**src/rtl/tpk_pkg.sv**
```systemverilog
package tpk_pkg;
  localparam int TPK_WORD_W = 16;
  localparam int TPK_BYTE_W = 8;
  localparam int TPK_NIB_W  = 4;
  localparam int TPK_CNT_W  = 16;
endpackage

```
**src/rtl/tpk_pack.sv**
```systemverilog
module tpk_pack #(
  parameter int WORD_W = 16,
  parameter int BYTE_W = 8,
  parameter int NIB_W  = 4
) (
  input  logic              clk,
  input  logic              rst,
  input  logic              nib,
  input  logic              clr,
  input  logic              in_valid,
  output logic              in_ready,
  input  logic [BYTE_W-1:0] in_data,
  input  logic              in_last,
  output logic              out_valid,
  input  logic              out_ready,
  output logic [WORD_W-1:0] out_data,
  output logic              out_last
);
  localparam int BPW = WORD_W / BYTE_W;
  localparam int NPW = WORD_W / NIB_W;
  localparam int IW  = (NPW > 1) ? $clog2(NPW) : 1;

  logic [WORD_W-1:0] acc, merged;
  logic [IW-1:0]     idx;
  logic              full, accept;

  assign in_ready = !out_valid || out_ready;
  assign accept   = in_valid && in_ready;
  assign full     = nib ? (idx == IW'(NPW-1)) : (idx == IW'(BPW-1));

  always_comb begin
    merged = acc;
    for (int j = 0; j < NPW; j++)
      if (nib && idx == IW'(j)) merged[j*NIB_W +: NIB_W] = in_data[NIB_W-1:0];
    for (int j = 0; j < BPW; j++)
      if (!nib && idx == IW'(j)) merged[j*BYTE_W +: BYTE_W] = in_data;
  end

  always_ff @(posedge clk) begin
    if (rst) begin
      acc <= '0; idx <= '0;
      out_valid <= 1'b0; out_data <= '0; out_last <= 1'b0;
    end else begin
      if (out_valid && out_ready) out_valid <= 1'b0;
      if (accept) begin
        if (full || in_last) begin
          out_valid <= 1'b1;
          out_data  <= merged;
          out_last  <= in_last;
          acc <= '0; idx <= '0;
        end else begin
          acc <= merged;
          idx <= idx + 1'b1;
        end
      end else if (clr) begin
        acc <= '0; idx <= '0;
      end
    end
  end
endmodule

```
**src/rtl/tpk_unpack.sv**
```systemverilog
module tpk_unpack #(
  parameter int WORD_W = 16,
  parameter int BYTE_W = 8,
  parameter int NIB_W  = 4
) (
  input  logic              clk,
  input  logic              rst,
  input  logic              nib,
  input  logic              in_valid,
  output logic              in_ready,
  input  logic [WORD_W-1:0] in_data,
  input  logic              in_last,
  output logic              out_valid,
  input  logic              out_ready,
  output logic [BYTE_W-1:0] out_data,
  output logic              out_last
);
  localparam int BPW = WORD_W / BYTE_W;
  localparam int NPW = WORD_W / NIB_W;
  localparam int IW  = (NPW > 1) ? $clog2(NPW) : 1;

  logic [WORD_W-1:0] hold;
  logic              have, hlast, last_unit, slot_free;
  logic [IW-1:0]     idx;
  logic [BYTE_W-1:0] unit;

  assign in_ready  = !have;
  assign slot_free = !out_valid || out_ready;
  assign last_unit = nib ? (idx == IW'(NPW-1)) : (idx == IW'(BPW-1));

  always_comb begin
    unit = '0;
    for (int j = 0; j < NPW; j++)
      if (nib && idx == IW'(j)) unit[NIB_W-1:0] = hold[j*NIB_W +: NIB_W];
    for (int j = 0; j < BPW; j++)
      if (!nib && idx == IW'(j)) unit = hold[j*BYTE_W +: BYTE_W];
  end

  always_ff @(posedge clk) begin
    if (rst) begin
      have <= 1'b0; hold <= '0; hlast <= 1'b0; idx <= '0;
      out_valid <= 1'b0; out_data <= '0; out_last <= 1'b0;
    end else begin
      if (out_valid && out_ready) out_valid <= 1'b0;
      if (have && slot_free) begin
        out_valid <= 1'b1;
        out_data  <= unit;
        out_last  <= hlast && last_unit;
        if (last_unit) begin
          have <= 1'b0; idx <= '0;
        end else begin
          idx <= idx + 1'b1;
        end
      end
      if (in_valid && !have) begin
        have <= 1'b1; hold <= in_data; hlast <= in_last; idx <= '0;
      end
    end
  end
endmodule

```
**src/rtl/tpk_fcount.sv**
```systemverilog
module tpk_fcount #(
  parameter int CNT_W = 16
) (
  input  logic             clk,
  input  logic             rst,
  input  logic             write_mode,
  input  logic             nib,
  input  logic             rec_start,
  input  logic             tmark,
  input  logic [CNT_W-1:0] bus_bytes,
  input  logic             fc_wr,
  input  logic [CNT_W-1:0] fc_wr_data,
  input  logic             rd_inc,
  input  logic             rd_last,
  input  logic             wr_inc,
  output logic [CNT_W-1:0] count,
  output logic             fcs,
  output logic             fce
);
  localparam int CW1 = CNT_W + 1;

  logic [CNT_W-1:0] cnt_inc;
  logic [CW1-1:0]   half_len;
  logic             short_rec, step;

  assign cnt_inc   = count + 1'b1;
  assign half_len  = (CW1'(cnt_inc) + CW1'(1)) >> 1;
  assign short_rec = nib ? (CW1'(bus_bytes) > half_len) : (bus_bytes > cnt_inc);
  assign step      = write_mode ? wr_inc : rd_inc;

  always_ff @(posedge clk) begin
    if (rst) begin
      count <= '0; fcs <= 1'b0; fce <= 1'b0;
    end else begin
      if (fc_wr) begin
        count <= fc_wr_data;
        fcs   <= 1'b1;
      end else if (rec_start && !write_mode) begin
        count <= '0;
      end else if (step) begin
        count <= cnt_inc;
        if (write_mode && cnt_inc == '0) fcs <= 1'b0;
      end
      if (rec_start)
        fce <= 1'b0;
      else if (!write_mode && (tmark || (rd_inc && rd_last && short_rec)))
        fce <= 1'b1;
    end
  end
endmodule

```
**src/rtl/tape_packer.sv**
```systemverilog
module tape_packer
  import tpk_pkg::*;
#(
  parameter int WORD_W = TPK_WORD_W,
  parameter int BYTE_W = TPK_BYTE_W,
  parameter int NIB_W  = TPK_NIB_W,
  parameter int CNT_W  = TPK_CNT_W
) (
  input  logic              clk,
  input  logic              rst,
  input  logic              cfg_write,
  input  logic              cfg_nibble,
  input  logic              rec_start,
  input  logic              tmark,
  input  logic [CNT_W-1:0]  bus_bytes,
  input  logic              fc_wr,
  input  logic [CNT_W-1:0]  fc_wr_data,
  input  logic              tp_in_valid,
  output logic              tp_in_ready,
  input  logic [BYTE_W-1:0] tp_in_data,
  input  logic              tp_in_last,
  output logic              bus_out_valid,
  input  logic              bus_out_ready,
  output logic [WORD_W-1:0] bus_out_data,
  output logic              bus_out_last,
  input  logic              bus_in_valid,
  output logic              bus_in_ready,
  input  logic [WORD_W-1:0] bus_in_data,
  input  logic              bus_in_last,
  output logic              tp_out_valid,
  input  logic              tp_out_ready,
  output logic [BYTE_W-1:0] tp_out_data,
  output logic              tp_out_last,
  output logic [CNT_W-1:0]  frame_count,
  output logic              fc_status,
  output logic              fc_error
);
  logic pk_ready, up_ready, rd_valid, wr_valid;

  assign rd_valid     = tp_in_valid && !cfg_write;
  assign wr_valid     = bus_in_valid && cfg_write;
  assign tp_in_ready  = pk_ready && !cfg_write;
  assign bus_in_ready = up_ready && cfg_write;

  tpk_pack #(.WORD_W(WORD_W), .BYTE_W(BYTE_W), .NIB_W(NIB_W)) u_pack (
    .clk(clk), .rst(rst), .nib(cfg_nibble), .clr(rec_start),
    .in_valid(rd_valid), .in_ready(pk_ready), .in_data(tp_in_data), .in_last(tp_in_last),
    .out_valid(bus_out_valid), .out_ready(bus_out_ready),
    .out_data(bus_out_data), .out_last(bus_out_last)
  );

  tpk_unpack #(.WORD_W(WORD_W), .BYTE_W(BYTE_W), .NIB_W(NIB_W)) u_unpack (
    .clk(clk), .rst(rst), .nib(cfg_nibble),
    .in_valid(wr_valid), .in_ready(up_ready), .in_data(bus_in_data), .in_last(bus_in_last),
    .out_valid(tp_out_valid), .out_ready(tp_out_ready),
    .out_data(tp_out_data), .out_last(tp_out_last)
  );

  tpk_fcount #(.CNT_W(CNT_W)) u_fcount (
    .clk(clk), .rst(rst), .write_mode(cfg_write), .nib(cfg_nibble),
    .rec_start(rec_start), .tmark(tmark), .bus_bytes(bus_bytes),
    .fc_wr(fc_wr), .fc_wr_data(fc_wr_data),
    .rd_inc(rd_valid && pk_ready), .rd_last(tp_in_last),
    .wr_inc(tp_out_valid && tp_out_ready),
    .count(frame_count), .fcs(fc_status), .fce(fc_error)
  );
endmodule

```
**config.mk**
```make
export PLATFORM = sky130hd
export DESIGN_NAME = tape_packer
export DESIGN_NICKNAME = d
export VERILOG_FILES = /design/src/rtl/tpk_pkg.sv /design/src/rtl/tpk_pack.sv /design/src/rtl/tpk_unpack.sv /design/src/rtl/tpk_fcount.sv /design/src/rtl/tape_packer.sv
export SDC_FILE = /design/constraint.sdc
export NUM_CORES = 1
export LEC_CHECK = 0
export BUFFER_PORTS_ARGS = -buffer_cell sky130_fd_sc_hd__clkbuf_2
export CORE_ASPECT_RATIO = 1.4
export CORE_MARGIN = 4
export CORE_UTILIZATION = 55
export DETAILED_ROUTE_END_ITERATION = 10
export PLACE_DENSITY = 0.86
export SLEW_MARGIN = 20
export SYNTH_ARGS = -nofsm -noshare
export SYNTH_HDL_FRONTEND = slang
export SYNTH_SLANG_ARGS = --single-unit
```
**constraint.sdc**
```tcl
create_clock -name clk -period 6.6 [get_ports clk]
set_input_delay 0.66 -clock clk [delete_from_list [all_inputs] [get_ports clk]]
set_output_delay 0.66 -clock clk [all_outputs]
set_load 0.01 [all_outputs]
```
# Word level (Yosys, flattened, before mapping)
# Index checks and enable logic that the tools add are counted.
[totals]
out_inout_bits = 48
rom_bits = 0
elab_cells = 117
memories = 0
latch_bits = 0
ff_bits = 84
ramBits = 0
[op_classes]
shifts = 0
magnitude_cmp = 2
add_sub_neg = 4
mul = 0
n_reduce_logical = 51
n_div = 0
mux = 38
bitwise = 0
n_eq_ne = 7
[ops]
columns = ["op", "n"]
rows = [
  ["16-bit two-way mux", 6],
  ["16-bit > comparator", 2],
  ["4-bit two-way mux", 8],
  ["8-bit two-way mux", 4],
  ["1-bit logical AND", 27],
  ["16-bit by 1-bit adder with 17-bit output, second input constant", 1],
  ["16-bit by 1-bit adder with 16-bit output, second input constant", 1],
  ["16-bit zero test", 1],
  ["1-bit two-way mux", 16],
  ["2-bit nonzero test", 6],
  ["2-bit equality test, second input constant", 4],
  ["2-bit two-way mux", 4],
  ["1-bit zero test", 5],
  ["2-bit by 1-bit adder with 2-bit output, second input constant", 2],
  ["2-bit by 1-bit equality test with 1-bit output, second input constant", 2],
  ["2-bit zero test", 2],
  ["1-bit logical OR", 4],
  ["2-bit AND reduction", 2],
  ["2-bit OR reduction", 2],
  ["3-bit AND reduction", 1],
  ["3-bit nonzero test", 1],
  ["2-bit != test, second input constant", 1],
]

# Logic depth before layout (Yosys ltp)
# Gate-level depths: netlist of run 1.
[depth]
ltp_word = 8
mapped_depth = 16

# Cells and area by module
# From an unflattened synthesis of run 1, not the netlist that was laid out.
[hier_totals]
hier_cells = 673
area_unflattened_um2 = 5572.8
[by_module_without_submodules]
columns = ["mod", "n_inst", "cells_each", "seq_area_each_um2", "area_per_inst_um2"]
rows = [
  ["tpk_fcount", 1, 303, 360.3, 2474.9],
  ["tpk_pack", 1, 177, 720.7, 1642.8],
  ["tpk_unpack", 1, 187, 600.6, 1415.1],
  ["tape_packer", 1, 6, 0.0, 40.0],
]

# Worst setup path after synthesis of run 1
# No wires, ideal clock.
[synth_path]
kind = "register to register"
from = "reg u_fcount.count[0]"
to = "reg u_fcount.fce"
arrival_time_ns = 3.515
setup_time_ns = 0.130
path_buffers = 1
required_ns = 6.470
path_stages_with_launch = 16
setup_slack_ns = 2.955
period_less_slack_ns = 3.645
cell_sequence = "dfxtp_1 -> clkbuf_1 -> inv_1 -> ha_1 -> or4_1 -> a21oi_1 -> and4bb_2 -> and4bb_2 -> xor2_1 -> ha_1 -> nand2_1 -> or3_1 -> nor2_1 -> a21oi_1 -> o31ai_1 -> o32ai_1"
[synth_via]
elab_chain_len = 7
[synth_lines]
columns = ["element", "line_no", "text"]
rows = [
  ["from (decl)", "tpk_fcount.sv:16", "output logic [CNT_W-1:0] count,"],
  ["from (signal assigned)", "tpk_fcount.sv:36", "count <= fc_wr_data;"],
  ["from (signal assigned)", "tpk_fcount.sv:41", "count <= cnt_inc;"],
  ["16-bit by 1-bit adder with 16-bit output *", "tpk_fcount.sv:26", "assign cnt_inc = count + 1'b1;"],
  ["16-bit by 1-bit adder with 17-bit output", "tpk_fcount.sv:27", "assign half_len = (CW1'(cnt_inc) + CW1'(1)) >> 1;"],
  ["16-bit > comparator", "tpk_fcount.sv:28", "assign short_rec = nib ? (CW1'(bus_bytes) > half_len) : (bus_bytes > cnt_inc);"],
  ["1-bit two-way mux *", "tpk_fcount.sv:28", ""],
  ["1-bit logical AND *", "tpk_fcount.sv:46", "else if (!write_mode && (tmark || (rd_inc && rd_last && short_rec)))"],
  ["1-bit logical OR *", "tpk_fcount.sv:46", ""],
  ["1-bit logical AND *", "tpk_fcount.sv:46", ""],
  ["to (signal assigned)", "tpk_fcount.sv:33", "count <= '0; fcs <= 1'b0; fce <= 1'b0;"],
  ["to (signal assigned)", "tpk_fcount.sv:45", "fce <= 1'b0;"],
  ["to (signal assigned)", "tpk_fcount.sv:47", "fce <= 1'b1;"],
  ["to (decl)", "tpk_fcount.sv:18", "output logic fce"],
]
# Every way passes the cells marked *; elsewhere a longest branch is shown, timed or not.
# A chain may end at the register's enable or synchronous reset.

# Worst setup path in the final report of run 1
# Ends and elaborated chain as after synthesis.

==> results of run 1 <==
## worst max-delay path: stages (launching register included)
cell       delay, ps
dfxtp_1          600
ha_1             530
nand3_1          290
nor3_1           250
xnor2_1          220
nor2_1           170
nor4b_1          260
or3b_1           390
ha_1             300
a2111oi_0        450
o21ai_0          160
a211oi_1         260
o32ai_1          110
## through the flow
step / instance area, sq um / setup WS (ps) / utilization (%) / hold slack, ps
after global routing: 6260 / 2100 / 65.4 / 477
final: 6260 / 2470 / 65.4 / 455
after floorplan: 5440 / 2950 / - / 436
after CTS: 6260 / 2500 / 65.4 / 457
after global placement: 5980 / 2670 / 62.5 / 442
after detailed placement: 5980 / 2530 / 62.5 / 449
## sequential cells by signal (all words and copies together) (netlist names)
signal	count
u_unpack.idx	2
u_pack.out_data	16
u_fcount.fcs	1
u_unpack.out_valid	1
u_fcount.count	16
u_unpack.hlast	1
u_unpack.out_last	1
u_unpack.hold	16
u_unpack.out_data	8
u_pack.idx	2
u_pack.acc	16
u_fcount.fce	1
u_unpack.have	1
u_pack.out_valid	1
u_pack.out_last	1
## worst max-delay path by stage
stage                            from            to  slack (ps)  depth (start not counted)
floorplan           u_fcount.count[0]  u_fcount.fce        2950                         15
detailed placement  u_fcount.count[0]  u_fcount.fce        2530                         14
global placement    u_fcount.count[0]  u_fcount.fce        2670                         14
global route        u_fcount.count[0]  u_fcount.fce        2100                         14
CTS                 u_fcount.count[0]  u_fcount.fce        2500                         14
finish              u_fcount.count[0]  u_fcount.fce        2470                         12
## cell usage in the layout (no fill, tap or decap), types with 16 or more instances in the layout
master / count
ha_1: 41
a22oi_1: 19
nor3_1: 25
inv_1: 16
nand2_1: 85
dfxtp_1: 84
xnor2_1: 19
nor2_1: 74
a21oi_1: 76
nand3_1: 23
clkbuf_2: 116
## cell type report
class,instances,area (sq um)
timing repair buffer,118,596
tap,132,165
clock buffer,11,243
sequential,84,1680
multi-input combinational,544,3480
inverter,16,60.1
fill,810,3310
clock inverter,5,35.0
## metal layers
| layer | share of wire, % | up-vias |
|---|---|---|
| li1 | - | 2628 |
| met1 | 39 | 2516 |
| met2 | 52 | 212 |
| met3 | 6.7 | 28 |
| met4 | 2.6 | 0 |
| met5 | 0 | - |
## where the power goes
part | switching [W] | internal (W)
combinational | 0.000137 | 0.0000973
sequential | 0.0000280 | 0.000527
clock | 0.000198 | 0.000266
## cell families (layout without fill, tap and decap cells)
| group | Yosys count | after routing | share of synthesized area (%) |
|---|---|---|---|
| flip-flops | 84 | 84 | 30.9 |
| XOR/XNOR | 31 | 31 | 5.25 |
| AND/OR/NAND/NOR | 283 | 283 | 26.2 |
| AO/OA/AOI/OAI | 177 | 177 | 20.8 |
| buffers and inverters | 65 | 150 | 5.11 |
| multiplexers | 12 | 12 | 2.21 |
| adder cells (fa/ha/maj) | 41 | 41 | 9.44 |
## Yosys cell counts (all sizes together), types with 16 or more instances
master	number	area (sq um)
xnor2	19	166
nand3	25	135
clkbuf	40	150
a21oi	76	380
ha	41	513
dfxtp	84	1680
inv	16	60.1
nor3	26	141
nand2	86	325
nor2	77	294
a22oi	19	143
==> impl_metrics.env, run 1 <==
export IMPL_finalPower_w=0.00125
export IMPL_hold_path_end="u_unpack.hlast"
export IMPL_use_met1_pct=29.0
export IMPL_met2_usage_pct=45.5
export IMPL_critPathMaxFanout=15
export IMPL_syn_area_per_cell_sq_um=7.84
export IMPL_cp_end_kind="register"
export IMPL_rsz0062_at_grt="false"
export IMPL_cts_resized=0
export IMPL_synth_cell_area_sq_um=5440
export IMPL_synth_edff_count=0
export IMPL_yosysSeqAreaShare_pct=30.9
export IMPL_ys_ff_latch=84
export IMPL_die_h_um=126
export IMPL_dominantRegCellSynth="dfxtp_1"
export IMPL_finalCritPeriodShare_pct=62.6
export IMPL_final_max_slew_viol_count=0
export IMPL_firstDrtPassIters=5
export IMPL_clk_pin_slew_ps=60
export IMPL_max_cap_viol_count=0
export IMPL_tightestPinTransition_ps=862
export IMPL_fin_crit_ps=4130
export IMPL_drc=0
export IMPL_power_density_nw_per_um2=200
export IMPL_drt_iter0_drc=299
export IMPL_top_usage_layer="met2"
export IMPL_clock_path_buffers=2
export IMPL_via_per_inst=5.92
export IMPL_worstSetupPathType="register to register"
export IMPL_finalSetupTns_ps=0
export IMPL_num_rows=42
export IMPL_initial_core_util_pct=56.8
export IMPL_run_status="completed"
export IMPL_antenna_cells=0
export IMPL_r2r_worst_path_cells=12
export IMPL_rr_endpoint="u_fcount.fce"
export IMPL_wl_um=14600
export IMPL_postCtsSetupRepairBufs=0
export IMPL_maxSlewHeadroom_pct=42.5
export IMPL_nets=883
export IMPL_cp_arrival_ps=4340
export IMPL_portBuffers=116
export IMPL_rrSetupSlack_ps=2470
export IMPL_vdd_drop_max_v=0.000177
export IMPL_gp_congestion=0.971
export IMPL_stdcell_count=910
export IMPL_ctsRootBufferMaster="clkbuf_16"
export IMPL_finClkSkew_ps=8.94
export IMPL_hold_path_depth=2
export IMPL_pin_count=117
export IMPL_core_sq_um=9560
export IMPL_hpwl_um=11200
export IMPL_synth_cells=693
export IMPL_rr_startpoint="u_fcount.count[0]"
export IMPL_grt_max_degree=86
export IMPL_globalRouteMet3Util_pct=4.42
export IMPL_finalSetupViolCount=0
export IMPL_synth_distinct_cells=66
export IMPL_clock_latency_ps=330
export IMPL_cts_sinks=84
export IMPL_dieArea_sq_um=11600
export IMPL_ant_nets=0
export IMPL_grt_pass1_wl_um=24200
export IMPL_crit_required_ps=6810
export IMPL_drive_gt1_share_pct=19.5
export IMPL_cts_hold_buf=0
export IMPL_die_w_um=92.0
export IMPL_cts_made_buffers=9
export IMPL_overflow=0
export IMPL_vias=5384
export IMPL_worstHoldPathType="register to register"
export IMPL_dp_cells=894
export IMPL_antenna_found_initial=0
export IMPL_p_leak_nw=2.65
export IMPL_grt_usage_pct=25.2
export IMPL_hold_viol=0
export IMPL_grt_pass1_vias=5309
export IMPL_ys_warn_count=0
export IMPL_wire_per_inst_um=16.0
export IMPL_area_growth_pct=15.1
export IMPL_syn_nets=803
export IMPL_clock_fmax_mhz=242
export IMPL_synthArstFlopShare_pct=0
export IMPL_h_tree_depth=3
export IMPL_cp_start_kind="register"
export IMPL_hp_start="u_unpack.hlast"
export IMPL_cts_tree="done"
(Power assumes the default switching activity.)
==> run 2: changes to the inputs <==
- ABC_AREA: default -> 1
- CORE_UTILIZATION: 55 -> 50
- PLACE_DENSITY: 0.86 -> 0.84
- clock period: 6.6 -> 3.38 ns (I/O delays scaled with it)
==> impl_metrics.env, run 2 <==
export IMPL_run_status="complete, but fails checks"
export IMPL_violations="setup timing"
export IMPL_cts_made_buffers=9
export IMPL_clk_pin_slew_ps=60
export IMPL_yosys_mux_area_fraction_pct=0.433
export IMPL_clock_fmax_mhz=278
export IMPL_power_frac_seq_pct=40.7
export IMPL_drive_gt1_share_pct=26.6
export IMPL_synth_cells=726
export IMPL_final_util_pct=65.6
export IMPL_synth_distinct_cells=47
export IMPL_internal_power_w=0.00187
export IMPL_ys_warn_count=0
export IMPL_h_tree_depth=3
export IMPL_mostFrequentLayoutCell="nand2_1"
export IMPL_rsz0062_at_grt="true"
export IMPL_synth_most_common_cell="nand2_1"
export IMPL_cts_sinks=84
export IMPL_initial_core_util_pct=51.7
export IMPL_ys_ff_latch=84
export IMPL_synthXorXnorAreaFrac_pct=4.23
export IMPL_synth_edff_count=0
export IMPL_p_clk_share_pct=37.5
export IMPL_synthArstFlopShare_pct=0
export IMPL_maxSlewHeadroom_pct=52.7
export IMPL_critPathMaxFanout=4
export IMPL_synth_area_leaders="dfxtp_1 32%, nand2_1 10%, ha_1 9.9%, a21oi_1 6.4%, nor2_1 6.4%"
export IMPL_vdd_drop_max_v=0.000271
export IMPL_crit_slowest_cell="dfxtp_4"
export IMPL_syn_nets=836
export IMPL_drc=0
export IMPL_antenna_found_initial=0
export IMPL_drt_iter0_drc=224
export IMPL_ant_nets=0
export IMPL_worstSetupPathType="register to register"
export IMPL_core_sq_um=10100
export IMPL_tightestPinTransition_ps=708
export IMPL_die_w_um=94.2
export IMPL_synth_simple_area_share_pct=27.1
export IMPL_finalPower_w=0.00267
export IMPL_yosysSeqAreaShare_pct=32.3
export IMPL_dieArea_sq_um=12100
export IMPL_cpMostUsedCell="nand2_1"
export IMPL_switching_share_pct=29.9
export IMPL_synth_adder_area_share_pct=9.87
export IMPL_wire_per_inst_um=14.9
export IMPL_cts_hold_buf=0
export IMPL_fin_crit_ps=3590
export IMPL_crit_required_ps=3650
export IMPL_finalCritPeriodShare_pct=106
export IMPL_grt_pass1_wl_um=23600
export IMPL_comb_power_share_pct=21.7
export IMPL_portBuffers=116
export IMPL_slowest_delay_ps=370
export IMPL_synthTopCellsByCount="145 x nand2_1, 89 x nor2_1, 84 x dfxtp_1"
export IMPL_grt_usage_pct=24.6
export IMPL_yosysTopAreaCellShare_pct=32.3
export IMPL_dominantRegCellSynth="dfxtp_1"
export IMPL_worstHoldPathType="input port to register"
export IMPL_cp_end_kind="register"
export IMPL_clock_path_buffers=2
export IMPL_pin_count=117
export IMPL_cp_arrival_ps=3870
export IMPL_wl_um=15100
export IMPL_layout_setup_ws_ps=-213
export IMPL_num_rows=43
export IMPL_vias=5459
export IMPL_synth_area_leader_cell="dfxtp_1"
export IMPL_syn_area_per_cell_sq_um=7.16
export IMPL_gp_congestion=0.930
export IMPL_synth_top_family_by_area="simple AND/OR/NAND/NOR gates"
export IMPL_finClkSkew_ps=3.75
export IMPL_final_cell_mix="140 x nand2_1, 116 x clkbuf_2, 89 x nor2_1, 81 x dfxtp_1"
export IMPL_firstDrtPassIters=5
export IMPL_grt_pass1_vias=5109
export IMPL_synth_compound_area_share_pct=18.9
export IMPL_overflow=0
export IMPL_final_max_slew_viol_count=0
export IMPL_via_per_inst=5.37
export IMPL_p_leak_nw=3.08
export IMPL_p_sw_w=0.000798
export IMPL_finalSetupViolCount=1
export IMPL_synth_cell_area_sq_um=5200
export IMPL_die_h_um=129
export IMPL_max_cap_viol_count=0
export IMPL_grt_max_degree=36
export IMPL_clock_latency_ps=340
export IMPL_ctsRootBufferMaster="clkbuf_16"
export IMPL_nets=987
export IMPL_hold_viol=0
export IMPL_cts_tree="done"
export IMPL_antenna_cells=0
export IMPL_power_density_nw_per_um2=405
export IMPL_area_growth_pct=26.9
export IMPL_hpwl_um=11200
export IMPL_cp_start_kind="register"
-- run 2: power groups by stage --
stage | registers, W | clock network, W | logic (W)
3_5_place_dp | 0.00111 | 0 | 0.000551
2_1_floorplan | 0.00112 | 0 | 0.000326
6_report | 0.00109 | 0.00100 | 0.000581
5_1_grt | 0.00109 | 0.00106 | 0.000654
3_3_place_gp | 0.00111 | 0 | 0.000538
4_1_cts | 0.00109 | 0.00102 | 0.000562
-- run 2: what timing repair did --
action | in CTS | in global routing
pin swaps | 6 | 20
buffers inserted | 6 | 13
setup endpoints to repair | 1 | 1
gates resized for setup | 9 | 14
-- run 2: path summary, 6_finish.rpt --
path | startpoint | to | slack, ps | depth (start not counted)
worst max register to register | u_fcount.count[0] | u_fcount.fce | -210 | 25
worst min-delay path | fc_wr_data[15] | u_fcount.count[15] | 250 | 3
worst min register to register | u_pack.out_last | u_pack.out_last | 460 | 2
worst max-delay path | u_fcount.count[0] | u_fcount.fce | -210 | 25
-- run 2: cells by family after synthesis --
kind of cell | Yosys count
compound gates | 176
xor+xnor | 20
fa+ha+maj | 41
buf+inv | 94
flops | 84
mux | 2
simple gates | 309
-- run 2: worst max-delay path: cells and delay by family, from the launching register on --
| kind | cells | cell delay (ps) |
|---|---|---|
| AOI/OAI and AO/OA | 4 | 580 |
| adders and majority gates | 1 | 340 |
| and+or+nand+nor | 16 | 1820 |
| DFF | 1 | 370 |
| buffers and inverters | 4 | 400 |
-- run 2: routing by layer --
metal  part of all wire (%)  GRT usage [%]  up-vias
met5                      0              0        -
met4                    4.6           14.2        0
met3                    6.4           2.98       49
met2                     50           43.0      197
met1                     39           28.6     2470
li1                       -              -     2743
-- run 2: layout make-up --
cell class              instances  area [sq um]
clock buffers                  11           243
clock inverters                 5          60.1
inverters                      70           278
well taps                     135           169
flip-flops and latches         84          1690
repair buffers                164           945
multi-input cells             548          3220
fillers                       908          3460
-- run 2: stage by stage --
step / TNS (ps) / setup slack [ps] / instances / hold slack [ps] / area, sq um
after floorplan: 0 / 134 / 726 / 438 / 5200
after global placement: 0 / 44.2 / 982 / 446 / 6070
after detailed placement: -136 / -136 / 982 / 453 / 6070
after CTS: 0 / 9.77 / 1004 / 238 / 6450
after global routing: -445 / -445 / 1017 / 262 / 6600
final: -213 / -213 / 1017 / 249 / 6600
